## src/rtl/flush_pkg.sv

```systemverilog
package flush_pkg;
  typedef enum logic [2:0] {
    FS_IDLE  = 3'd0,
    FS_PEER  = 3'd1,
    FS_SCAN  = 3'd2,
    FS_WB    = 3'd3,
    FS_INVAL = 3'd4,
    FS_ACK   = 3'd5,
    FS_SIG   = 3'd6
  } fstate_t;
endpackage

```

## src/rtl/flush_req_capture.sv

```systemverilog
module flush_req_capture (
  input  logic clk,
  input  logic rst,
  input  logic flush_n,
  output logic flush_fall,
  output logic test_mode
);
  logic prev_q;
  logic tm_q;

  // the value sampled at the last edge with rst high is kept
  always_ff @(posedge clk) begin
    if (rst) begin
      prev_q <= flush_n;
      tm_q   <= !flush_n;
    end else begin
      prev_q <= flush_n;
    end
  end

  assign flush_fall = prev_q && !flush_n;
  assign test_mode  = tm_q;


  test_hold_chk: assert property (@(posedge clk) disable iff (rst)
    test_mode |=> test_mode);
endmodule

```

## src/rtl/flush_line_walker.sv

```systemverilog
module flush_line_walker #(
  parameter int LINES = 8
) (
  input  logic                       clk,
  input  logic                       rst,
  input  logic                       clear,
  input  logic                       step,
  output logic [$clog2(LINES)-1:0]   idx,
  output logic                       last
);
  localparam int IDX_W = $clog2(LINES);
  localparam logic [IDX_W-1:0] LAST_IDX = IDX_W'(LINES - 1);

  logic [IDX_W-1:0] idx_q;

  always_ff @(posedge clk) begin
    if (rst || clear) idx_q <= '0;
    else if (step)    idx_q <= idx_q + 1'b1;
  end

  assign idx  = idx_q;
  assign last = (idx_q == LAST_IDX);


  walk_up_chk: assert property (@(posedge clk) disable iff (rst)
    (step && !clear) |=> (idx_q != '0));
endmodule

```

## src/rtl/flush_ctrl_fsm.sv

```systemverilog
module flush_ctrl_fsm
  import flush_pkg::*;
(
  input  logic clk,
  input  logic rst,
  input  logic flush_n,
  input  logic flush_fall,
  input  logic test_mode,
  input  logic dual_en,
  input  logic is_primary,
  input  logic peer_done,
  input  logic tag_dirty,
  input  logic last,
  input  logic wb_ready,
  input  logic ack_ready,
  output logic clear,
  output logic step,
  output logic wb_valid,
  output logic inv_all,
  output logic ack_valid,
  output logic sweep_done,
  output logic busy,
  output logic proto_err
);
  fstate_t st_q, st_d;
  logic    perr_q;
  logic    secondary;

  assign secondary = dual_en && !is_primary;

  always_comb begin
    st_d = st_q;
    unique case (st_q)
      FS_IDLE:  if (flush_fall && !test_mode)
                  st_d = (dual_en && is_primary) ? FS_PEER : FS_SCAN;
      FS_PEER:  if (peer_done) st_d = FS_SCAN;
      FS_SCAN:  begin
                  if (tag_dirty) st_d = FS_WB;
                  else if (last) st_d = FS_INVAL;
                end
      FS_WB:    if (wb_ready) st_d = last ? FS_INVAL : FS_SCAN;
      FS_INVAL: st_d = secondary ? FS_SIG : FS_ACK;
      FS_ACK:   if (ack_ready) st_d = FS_IDLE;
      FS_SIG:   st_d = FS_IDLE;
      default:  st_d = FS_IDLE;
    endcase
  end

  always_ff @(posedge clk) begin
    if (rst) begin
      st_q   <= FS_IDLE;
      perr_q <= 1'b0;
    end else begin
      st_q   <= st_d;
      perr_q <= (st_q == FS_ACK) && ack_ready && dual_en && !flush_n;
    end
  end

  assign clear      = (st_q == FS_IDLE) || (st_q == FS_PEER);
  assign step       = ((st_q == FS_SCAN) && !tag_dirty && !last) ||
                      ((st_q == FS_WB) && wb_ready && !last);
  assign wb_valid   = (st_q == FS_WB);
  assign inv_all    = (st_q == FS_INVAL);
  assign ack_valid  = (st_q == FS_ACK);
  assign sweep_done = (st_q == FS_SIG);
  assign busy       = (st_q != FS_IDLE);
  assign proto_err  = perr_q;


  wb_hold_chk: assert property (@(posedge clk) disable iff (rst)
    (wb_valid && !wb_ready) |=> wb_valid);

  inv_pulse_chk: assert property (@(posedge clk) disable iff (rst)
    inv_all |=> !inv_all);

  ack_hold_chk: assert property (@(posedge clk) disable iff (rst)
    (ack_valid && !ack_ready) |=> ack_valid);

  ack_end_chk: assert property (@(posedge clk) disable iff (rst)
    (ack_valid && ack_ready) |=> !busy);

  sec_no_ack_chk: assert property (@(posedge clk) disable iff (rst)
    secondary |-> !ack_valid);

  perr_dual_chk: assert property (@(posedge clk) disable iff (rst)
    proto_err |-> $past(dual_en));

  test_quiet_chk: assert property (@(posedge clk) disable iff (rst)
    test_mode |-> !busy);
endmodule

```

## src/rtl/flush_seq.sv

```systemverilog
module flush_seq #(
  parameter int LINES = 8
) (
  input  logic                     clk,
  input  logic                     rst,
  input  logic                     flush_n,
  input  logic                     dual_en,
  input  logic                     is_primary,
  input  logic                     peer_done,
  output logic [$clog2(LINES)-1:0] tag_idx,
  input  logic                     tag_dirty,
  output logic                     wb_valid,
  input  logic                     wb_ready,
  output logic [$clog2(LINES)-1:0] wb_line,
  output logic                     inv_all,
  output logic                     ack_valid,
  input  logic                     ack_ready,
  output logic                     sweep_done,
  output logic                     busy,
  output logic                     test_mode,
  output logic                     proto_err
);
  localparam int IDX_W = $clog2(LINES);

  logic             flush_fall;
  logic             clear;
  logic             step;
  logic             last;
  logic [IDX_W-1:0] idx;

  flush_req_capture u_cap (
    .clk        (clk),
    .rst        (rst),
    .flush_n    (flush_n),
    .flush_fall (flush_fall),
    .test_mode  (test_mode)
  );

  flush_line_walker #(.LINES(LINES)) u_walk (
    .clk   (clk),
    .rst   (rst),
    .clear (clear),
    .step  (step),
    .idx   (idx),
    .last  (last)
  );

  flush_ctrl_fsm u_fsm (
    .clk        (clk),
    .rst        (rst),
    .flush_n    (flush_n),
    .flush_fall (flush_fall),
    .test_mode  (test_mode),
    .dual_en    (dual_en),
    .is_primary (is_primary),
    .peer_done  (peer_done),
    .tag_dirty  (tag_dirty),
    .last       (last),
    .wb_ready   (wb_ready),
    .ack_ready  (ack_ready),
    .clear      (clear),
    .step       (step),
    .wb_valid   (wb_valid),
    .inv_all    (inv_all),
    .ack_valid  (ack_valid),
    .sweep_done (sweep_done),
    .busy       (busy),
    .proto_err  (proto_err)
  );

  assign tag_idx = idx;
  assign wb_line = idx;


  wb_line_stable_chk: assert property (@(posedge clk) disable iff (rst)
    (wb_valid && !wb_ready) |=> $stable(wb_line));
endmodule

```

## config.mk

```make
export PLATFORM = sky130hd
export DESIGN_NAME = flush_seq
export DESIGN_NICKNAME = d
export VERILOG_FILES = /design/src/rtl/flush_pkg.sv /design/src/rtl/flush_req_capture.sv /design/src/rtl/flush_line_walker.sv /design/src/rtl/flush_ctrl_fsm.sv /design/src/rtl/flush_seq.sv
export SDC_FILE = /design/constraint.sdc
export NUM_CORES = 1
export LEC_CHECK = 0
export ABC_AREA = 1
export BUFFER_PORTS_ARGS = -buffer_cell sky130_fd_sc_hd__buf_2
export CAP_MARGIN = 20
export CORE_MARGIN = 2
export CORE_UTILIZATION = 47
export CTS_CLUSTER_DIAMETER = 150
export CTS_CLUSTER_SIZE = 8
export DETAILED_ROUTE_END_ITERATION = 8
export PLACE_DENSITY = 0.87
export SLEW_MARGIN = 10
export SYNTH_ARGS = -nofsm -noshare
export SYNTH_HDL_FRONTEND = slang
export SYNTH_SLANG_ARGS = --single-unit
```

## constraint.sdc

```tcl
create_clock -name clk -period 1.7 [get_ports clk]
set_clock_uncertainty 0.2 [all_clocks]
set_input_delay 0.085 -clock clk [delete_from_list [all_inputs] [get_ports clk]]
set_output_delay 0.085 -clock clk [all_outputs]
set_load 0.05 [all_outputs]
```

; ---- After elaboration in Yosys (flattened, before gate mapping)
; Index checks and enable logic that the tools add are counted.
; Widths: inputs -> output; s select.
[totals]
inputBits = 9
ff_bits = 9
out_inout_bits = 13
word_cells = 50
[op_classes]
muxes = 10
reduce_logical = 22
n_eq_ne = 12
n_addsub = 1
[op_table]
columns = operator, n
row1 = $mux 3, 7
row2 = $pmux 3 s6, 1
row3 = $eq 3x3->1 const B, 4
row4 = $logic_and 1x1->1, 11
row5 = $eq 3x2->1 const B, 2
row6 = $ne 2x1->1 const B, 3
row7 = $logic_not 1->1, 5
row8 = $reduce_and 5->1, 1
row9 = $mux 2, 2
row10 = $add 3x1->3 const B, 1
row11 = $eq 3x1->1 const B, 1
row12 = $logic_not 3->1, 1
row13 = $logic_or 1x1->1, 3
row14 = $ne 3x2->1 const B, 1
row15 = $reduce_bool 3->1, 1
row16 = $ne 2x2->1 const B, 1

; ---- Depth between registers and ports, before layout
; Gate-level depths: netlist (run 1).
[depth]
depth_word = 5
mapped_depth = 9
depth_no_buf = 8

; ---- By module
; From an unflattened synthesis (run 1), not the netlist that was laid out.
[unflattened]
cells_unflattened = 100
area_unflattened_um2 = 639.4
[by_module_without_submodules]
columns = mod, seq_area_each_um2, n_inst, cells_each, area_per_inst_um2
row1 = flush_ctrl_fsm, 80.1, 1, 69, 397.9
row2 = flush_line_walker, 60.1, 1, 23, 155.1
row3 = flush_req_capture, 50.0, 1, 5, 63.8
row4 = flush_seq, 0.0, 1, 3, 22.5

; ---- Worst setup path before layout (run 1)
; Ideal clock, no wire load.
[synth_path]
kind = reg-to-output
startpoint = register u_fsm.st_q[2]
endpoint = output port sweep_done
stages_incl_launch_ff = 3
setup_slack_ns = -0.190
required_ns = 1.415
arrival_time_ns = 1.605
path_buffers = 0
cell_sequence = dfxtp_1 > inv_2 > nor3_1
[synth_between]
elab_chain_cells = 1
[synth_rtl]
columns = element, line_no
row1 = from (decl), flush_ctrl_fsm.sv:25  ; fstate_t st_q, st_d;
row2 = from (signal assigned), flush_ctrl_fsm.sv:54  ; st_q <= st_d;
row3 = $eq 3x3->1, flush_ctrl_fsm.sv:65  ; assign sweep_done = (st_q == FS_SIG);
row4 = to (decl), flush_seq.sv:18  ; output logic sweep_done,
; No other way between the ends.

; ---- Worst setup path after layout (run 1)
; Same ends and word-level chain as after synthesis.

==> run metrics, run 1 <==
Ports 22; initial antenna violation count 0; worst min path class input pin to flip-flop; Die Area 0.00168 sq mm; sequential power share between 30% and 40%; CTS buffer count 3; nets@finish around 130; H-tree levels 1; vias per inst between 4 and 5; total core area 0.00128 sq mm; vias in the first global route approximately 540; GRT Total Usage a little under a fifth; slew of the pin with the lowest slew margin 0.305 ns; #FFs+latches synth 9; Clock Latency Late Sink approximately 0.25 ns; Initial Util between 50% and 60%; switch share approximately 45%; fin crit period around 1.6 ns; placed cells approximately 130; Final Max Slew Viols 0; # setup viols final 0; period utilization about 92%; Critical Path AT between 1 and 1.5 ns; Worst EP required about 1.4 ns; most frequent cells in the layout 21 x buf_2, 19 x nand2_1, 13 x inv_1; cell count after synthesis 94; CP Launch Type flip-flop; drt drc 0; DP HPWL ~1.1 mm; Finished Layout Cells between 100 and 150; drt first pass iters 3; via count 641; VDD IR max between 600 and 700 uV; FMAX around 0.64 GHz; Die Wd roughly 41 um; Warnings, synthesis 0; Clock transition at path regs approximately 0.050 ns; Psw between 0.3 and 0.4 mW; PortBufs 21; WS Path Type flip-flop to output pin; share of layout cells above drive strength 1 between 30% and 40%; CTS Root Cell clkbuf_4; PwrDens 1020 mW/mm^2; number of max-cap violations 0; FILL cells between 100 and 150; static leakage between 0.4 and 0.5 nW; GRT Residual Overflow 0; post-synthesis sequential area ratio roughly 30%; Final Hold Fails 0; status complete, no violations; Logic pwr share between 40% and 50%; Syn-to-layout area delta 25.6%; Crit Path Max Fanout 7; Mean Syn Cell Area around 6.9 sq um; WL/cell 9.93 um; Netlist Area Pre-Place ~640 sq um; GP Congestion approximately 0.75; chip height about 40 um; clk sinks 9; CP endpoint kind output pin; placed cell area 742 sq um; antenna viol nets, final 0; largest net degree at the start of global routing 10; diodes inserted 0; final WL between 1 and 1.5 mm; final instance area around 810 sq um; setup TNS 0 ns; clock network fraction of total power 18.9%; Core Rows 13; RSZ-0062 raised after global routing no; CTS tree built; most common cell after layout, fill and taps aside buf_2; Max clock buf depth 2; Int Power roughly 0.46 mW; Slew HR around 80%; syn_nets between 100 and 150; first-pass GRT wire length approximately 2.1 mm; post-synth cell types 22; Starting DRT DRC Count 8
==> worst max-delay path, stage by stage (launching register included) <==
cell and delay [ns]:
dfxtp_1 0.49, inv_2 0.15, nor3_2 0.12, buf_2 0.28
==> logic make-up (layout without fill, tap and decap cells) <==
| family | after synthesis | in the layout | share of synthesized area, % |
|---|---|---|---|
| simple gates | 52 | 52 | 43.1 |
| buf+inv | 22 | 47 | 15.7 |
| fa+ha+maj | 2 | 2 | 3.88 |
| flops | 9 | 9 | 29.5 |
| compound gates | 9 | 9 | 7.77 |
==> state kept, by name (all words and copies together) (netlist names) <==
| register | flops |
|---|---|
| u_fsm.st_q | 3 |
| u_walk.idx | 3 |
| u_cap.prev_q | 1 |
| u_cap.test_mode | 1 |
| u_fsm.proto_err | 1 |
==> final timing paths <==
path / from / to / slack, ns / depth (start not counted)
setup / recovery: u_fsm.st_q[2]$_SDFFE_PP0P_ / sweep_done / 0.13 / 3
hold / removal: tag_dirty / u_fsm.st_q[2]$_SDFFE_PP0P_ / 0.03 / 4
setup reg to reg: u_walk.idx[0]$_SDFFE_PP0P_ / u_walk.idx[0]$_SDFFE_PP0P_ / 0.15 / 8
hold reg to reg: u_walk.idx[1]$_SDFFE_PP0P_ / u_walk.idx[1]$_SDFFE_PP0P_ / 0.28 / 2
==> final cells by class <==
| class | count | area [sq um] | area share, % |
|---|---|---|---|
| clock buffers | 4 | 26.3 | 3.25 |
| inverters | 18 | 67.6 | 8.35 |
| multi-input cells | 63 | 358 | 44.2 |
| flip-flops and latches | 9 | 194 | 24.0 |
| well taps | 15 | 18.8 | 2.32 |
| repair buffers | 25 | 145 | 17.9 |
==> power groups by stage <==
stage | Clock [mW] | Sequential, mW | Combinational, mW
after global placement | 0 | 0.278 | 0.377
final | 0.156 | 0.277 | 0.391
after CTS | 0.163 | 0.274 | 0.393
after floorplan | 0 | 0.266 | 0.332
after detailed placement | 0 | 0.278 | 0.384
after global routing | 0.169 | 0.280 | 0.441
==> cells in the mapped netlist <==
cell type  count  share of area, %
inv_2          4               2.3
nand4_1        1              0.97
nand3b_1       1               1.2
nand4_4        1               3.3
o211ai_1       2               2.3
dfxtp_1        8                25
nor2_2         3               2.9
edfxtp_1       1               4.7
nor2_4         2               3.5
nand2_1       19                11
nand3_1        8               6.2
or2_2          1              0.97
ha_1           2               3.9
buf_4          3               3.5
nand3_2        1               1.6
nor2_1         7               4.1
inv_1         14               8.2
a21oi_1        6               4.7
nor3_1         2               1.6
o21ai_0        1              0.78
nand2_2        6               5.8
buf_6          1               1.7
==> layer usage <==
layer	share of wire, %	GRT usage, %	vias to the layer above
met5	0	0	-
met4	1.2	10.0	0
met3	3.6	0	2
met2	51	34.0	12
met1	44	23.3	279
li1	-	-	348
==> timing repair <==
action                                  CTS  global route
resized for setup                         0             2
endpoints found under the setup margin    0             5
endpoints found under the hold margin    10             0
hold buffers                              4             0
buffers inserted                          0             0
==> through the flow <==
stage	utilization [%]	hold WS, ns	setup WS, ns	total power [mW]
detailed placement	57.7	0.0162	0.117	0.663
global placement	57.7	0.0136	0.161	0.654
CTS	62.9	0.0185	0.0465	0.829
floorplan	-	-0.0873	0.0349	0.599
global route	63.0	0.0585	0.0328	0.890
finish	63.0	0.0275	0.128	0.825
Power figures use the tool's default switching activity.
==> inputs of run 2 (changes only) <==
Clock period 1.7 ns to 1.75 ns, I/O delays scaled along.
==> run 2 against run 1 <==
Register-to-register slack better by 0.02 ns. Setup slack better by 0.037 ns. Non-clock buffer count unchanged. Critical path depth up 5. Sequential share of layout area unchanged. Routed wire length up 0.45%. Cell count unchanged. Combinational power down 3%. Count of clock-buffer cells in the layout unchanged. Critical path type is now flip-flop to flip-flop. Critical endpoint is now u_walk.idx[0]$_SDFFE_PP0P_.
==> run metrics, run 2 (synthesis results as in run 1) <==
status complete, no violations; share of layout cells above drive strength 1 38.7% (-0.84 points); drt first pass iters 3 (unchanged); GP Congestion 0.755 (unchanged); PortBufs 21 (unchanged); vias per inst 4.79 (+0.16%); CTS buffer count 3 (unchanged); initial antenna violation count 0 (unchanged); WL/cell 9.97 um (+0.45%); Final Max Slew Viols 0 (unchanged); R2R Setup Slk 0.17 ns (+0.02 ns); static leakage 0.421 nW (about the same); CP endpoint u_walk.idx[0]$_SDFFE_PP0P_; Post-CTS Setup Bufs 0 (unchanged); DP HPWL 1.08 mm (unchanged); most frequent cells in the layout 21 x buf_2, 19 x nand2_1, 14 x inv_1; Clock transition at path regs 0.06 ns (about the same); FMAX 0.631 GHz; GRT Total Usage 19.1% (unchanged); Critical Path AT 1.53 ns (+0.24 ns); CP endpoint kind flip-flop; storage element area 194 sq um (unchanged); fin crit period 1.58 ns; drt drc 0 (unchanged); Die Area 0.00168 sq mm (unchanged); Crit Path Max Fanout 5 (-2); largest net degree at the start of global routing 10 (unchanged); via count 642 (+0.16%); Slew HR 79.6% (unchanged); nets@finish 131 (unchanged); Final Hold Fails 0 (unchanged); worst reg2reg path endpoint u_walk.idx[0]$_SDFFE_PP0P_; total core area 0.00128 sq mm (unchanged); Tot Pwr 0.802 mW (-2.8%); antenna viol nets, final 0 (unchanged); final WL 1.34 mm (+0.45%); diodes inserted 0 (unchanged); GRT Residual Overflow 0 (unchanged); period utilization 90.6%; setup TNS 0 ns (unchanged); RSZ-0062 raised after global routing no; CTS tree built; Clock Latency Late Sink 0.25 ns (about the same); Starting DRT DRC Count 8 (unchanged); vias in the first global route 539 (unchanged); Worst Reg-to-Reg Cells 8 (unchanged); Syn-to-layout area delta 25.6% (unchanged); Finished Layout Cells 134 (unchanged); footprint of the multi-input gates 358 sq um (unchanged); final instance area 810 sq um (unchanged); placed cells 126 (unchanged); FILL cells 125 (unchanged); WS Path Type flip-flop to flip-flop; final core utilization 63.0% (unchanged); CP Launch Type flip-flop; Max clock buf depth 2 (unchanged); CTS Root Cell clkbuf_4; crit path from u_walk.idx[0]$_SDFFE_PP0P_; first-pass GRT wire length 2.09 mm (unchanged); clk sinks 9 (unchanged); Fin Hold WS 0.0295 ns (+0.00201 ns); Setup Slack @ Placement 0.167 ns (+0.0500 ns); H-tree levels 1 (unchanged); placed cell area 742 sq um (unchanged); Ports 22 (unchanged); Die Wd 41.0 um (unchanged); Crit Reg-Reg Startpoint u_walk.idx[0]$_SDFFE_PP0P_; Initial Util 50.1% (unchanged); number of max-cap violations 0 (unchanged); chip height 41.0 um (unchanged); PnR worst setup slack 0.165 ns (+0.0369 ns); # setup viols final 0 (unchanged); VDD IR max 643 uV (-2.8%); PwrDens 991 mW/mm^2 (-2.8%); slew of the pin with the lowest slew margin 0.305 ns (unchanged); most common cell after layout, fill and taps aside buf_2; worst min path class input pin to flip-flop; Core Rows 13 (unchanged); Worst EP required 1.70 ns (+0.29 ns)
run 2: layer usage:
metal	wire (um)	vias to the layer above	track usage (%)
met3	48	2	0
met5	0	-	0
met1	595	280	23.3
met2	676	12	34.0
li1	-	348	-
met4	16	0	10.0
run 2: area by class of cell:
| class | count | share of cell area [%] |
|---|---|---|
| timing repair buffer | 25 | 17.9 |
| clock buffer | 4 | 3.25 |
| sequential | 9 | 24.0 |
| tap | 15 | 2.32 |
| multi-input combinational | 63 | 44.2 |
| inverter | 18 | 8.35 |
run 2: worst min path at each step:
stage | start | endpoint | slack, ns | cells past startpoint
finish | tag_dirty | u_fsm.st_q[2]$_SDFFE_PP0P_ | 0.03 | 4
global route | tag_dirty | u_fsm.st_q[2]$_SDFFE_PP0P_ | 0.06 | 4
CTS | tag_dirty | u_fsm.st_q[2]$_SDFFE_PP0P_ | 0.02 | 4
detailed placement | flush_n | u_cap.prev_q$_DFF_P_ | 0.02 | 1
global placement | flush_n | u_cap.prev_q$_DFF_P_ | 0.02 | 1
floorplan | flush_n | u_cap.prev_q$_DFF_P_ | -0.08 | 0
run 2: worst max-delay path, stage by stage (launching register included):
cell and delay [ns]:
dfxtp_2 0.34, ha_1 0.20, ha_1 0.19, inv_1 0.13
nand4_4 0.14, nand2_2 0.12, inv_2 0.05, nand2_1 0.06
a21oi_1 0.06
run 2: what timing repair did:
item / 4_1_cts / 5_1_grt
setup endpoints to repair: 0 / 2
resized for setup: 0 / 1
hold buffers: 4 / 0
hold endpoints to repair: 10 / 0
run 2: power breakdown:
part	leakage (nW)	internal (mW)	switching, mW
clock	0.0150	0.0873	0.0644
combinational	0.330	0.127	0.253
sequential	0.0763	0.230	0.0393
total	0.421	0.445	0.357
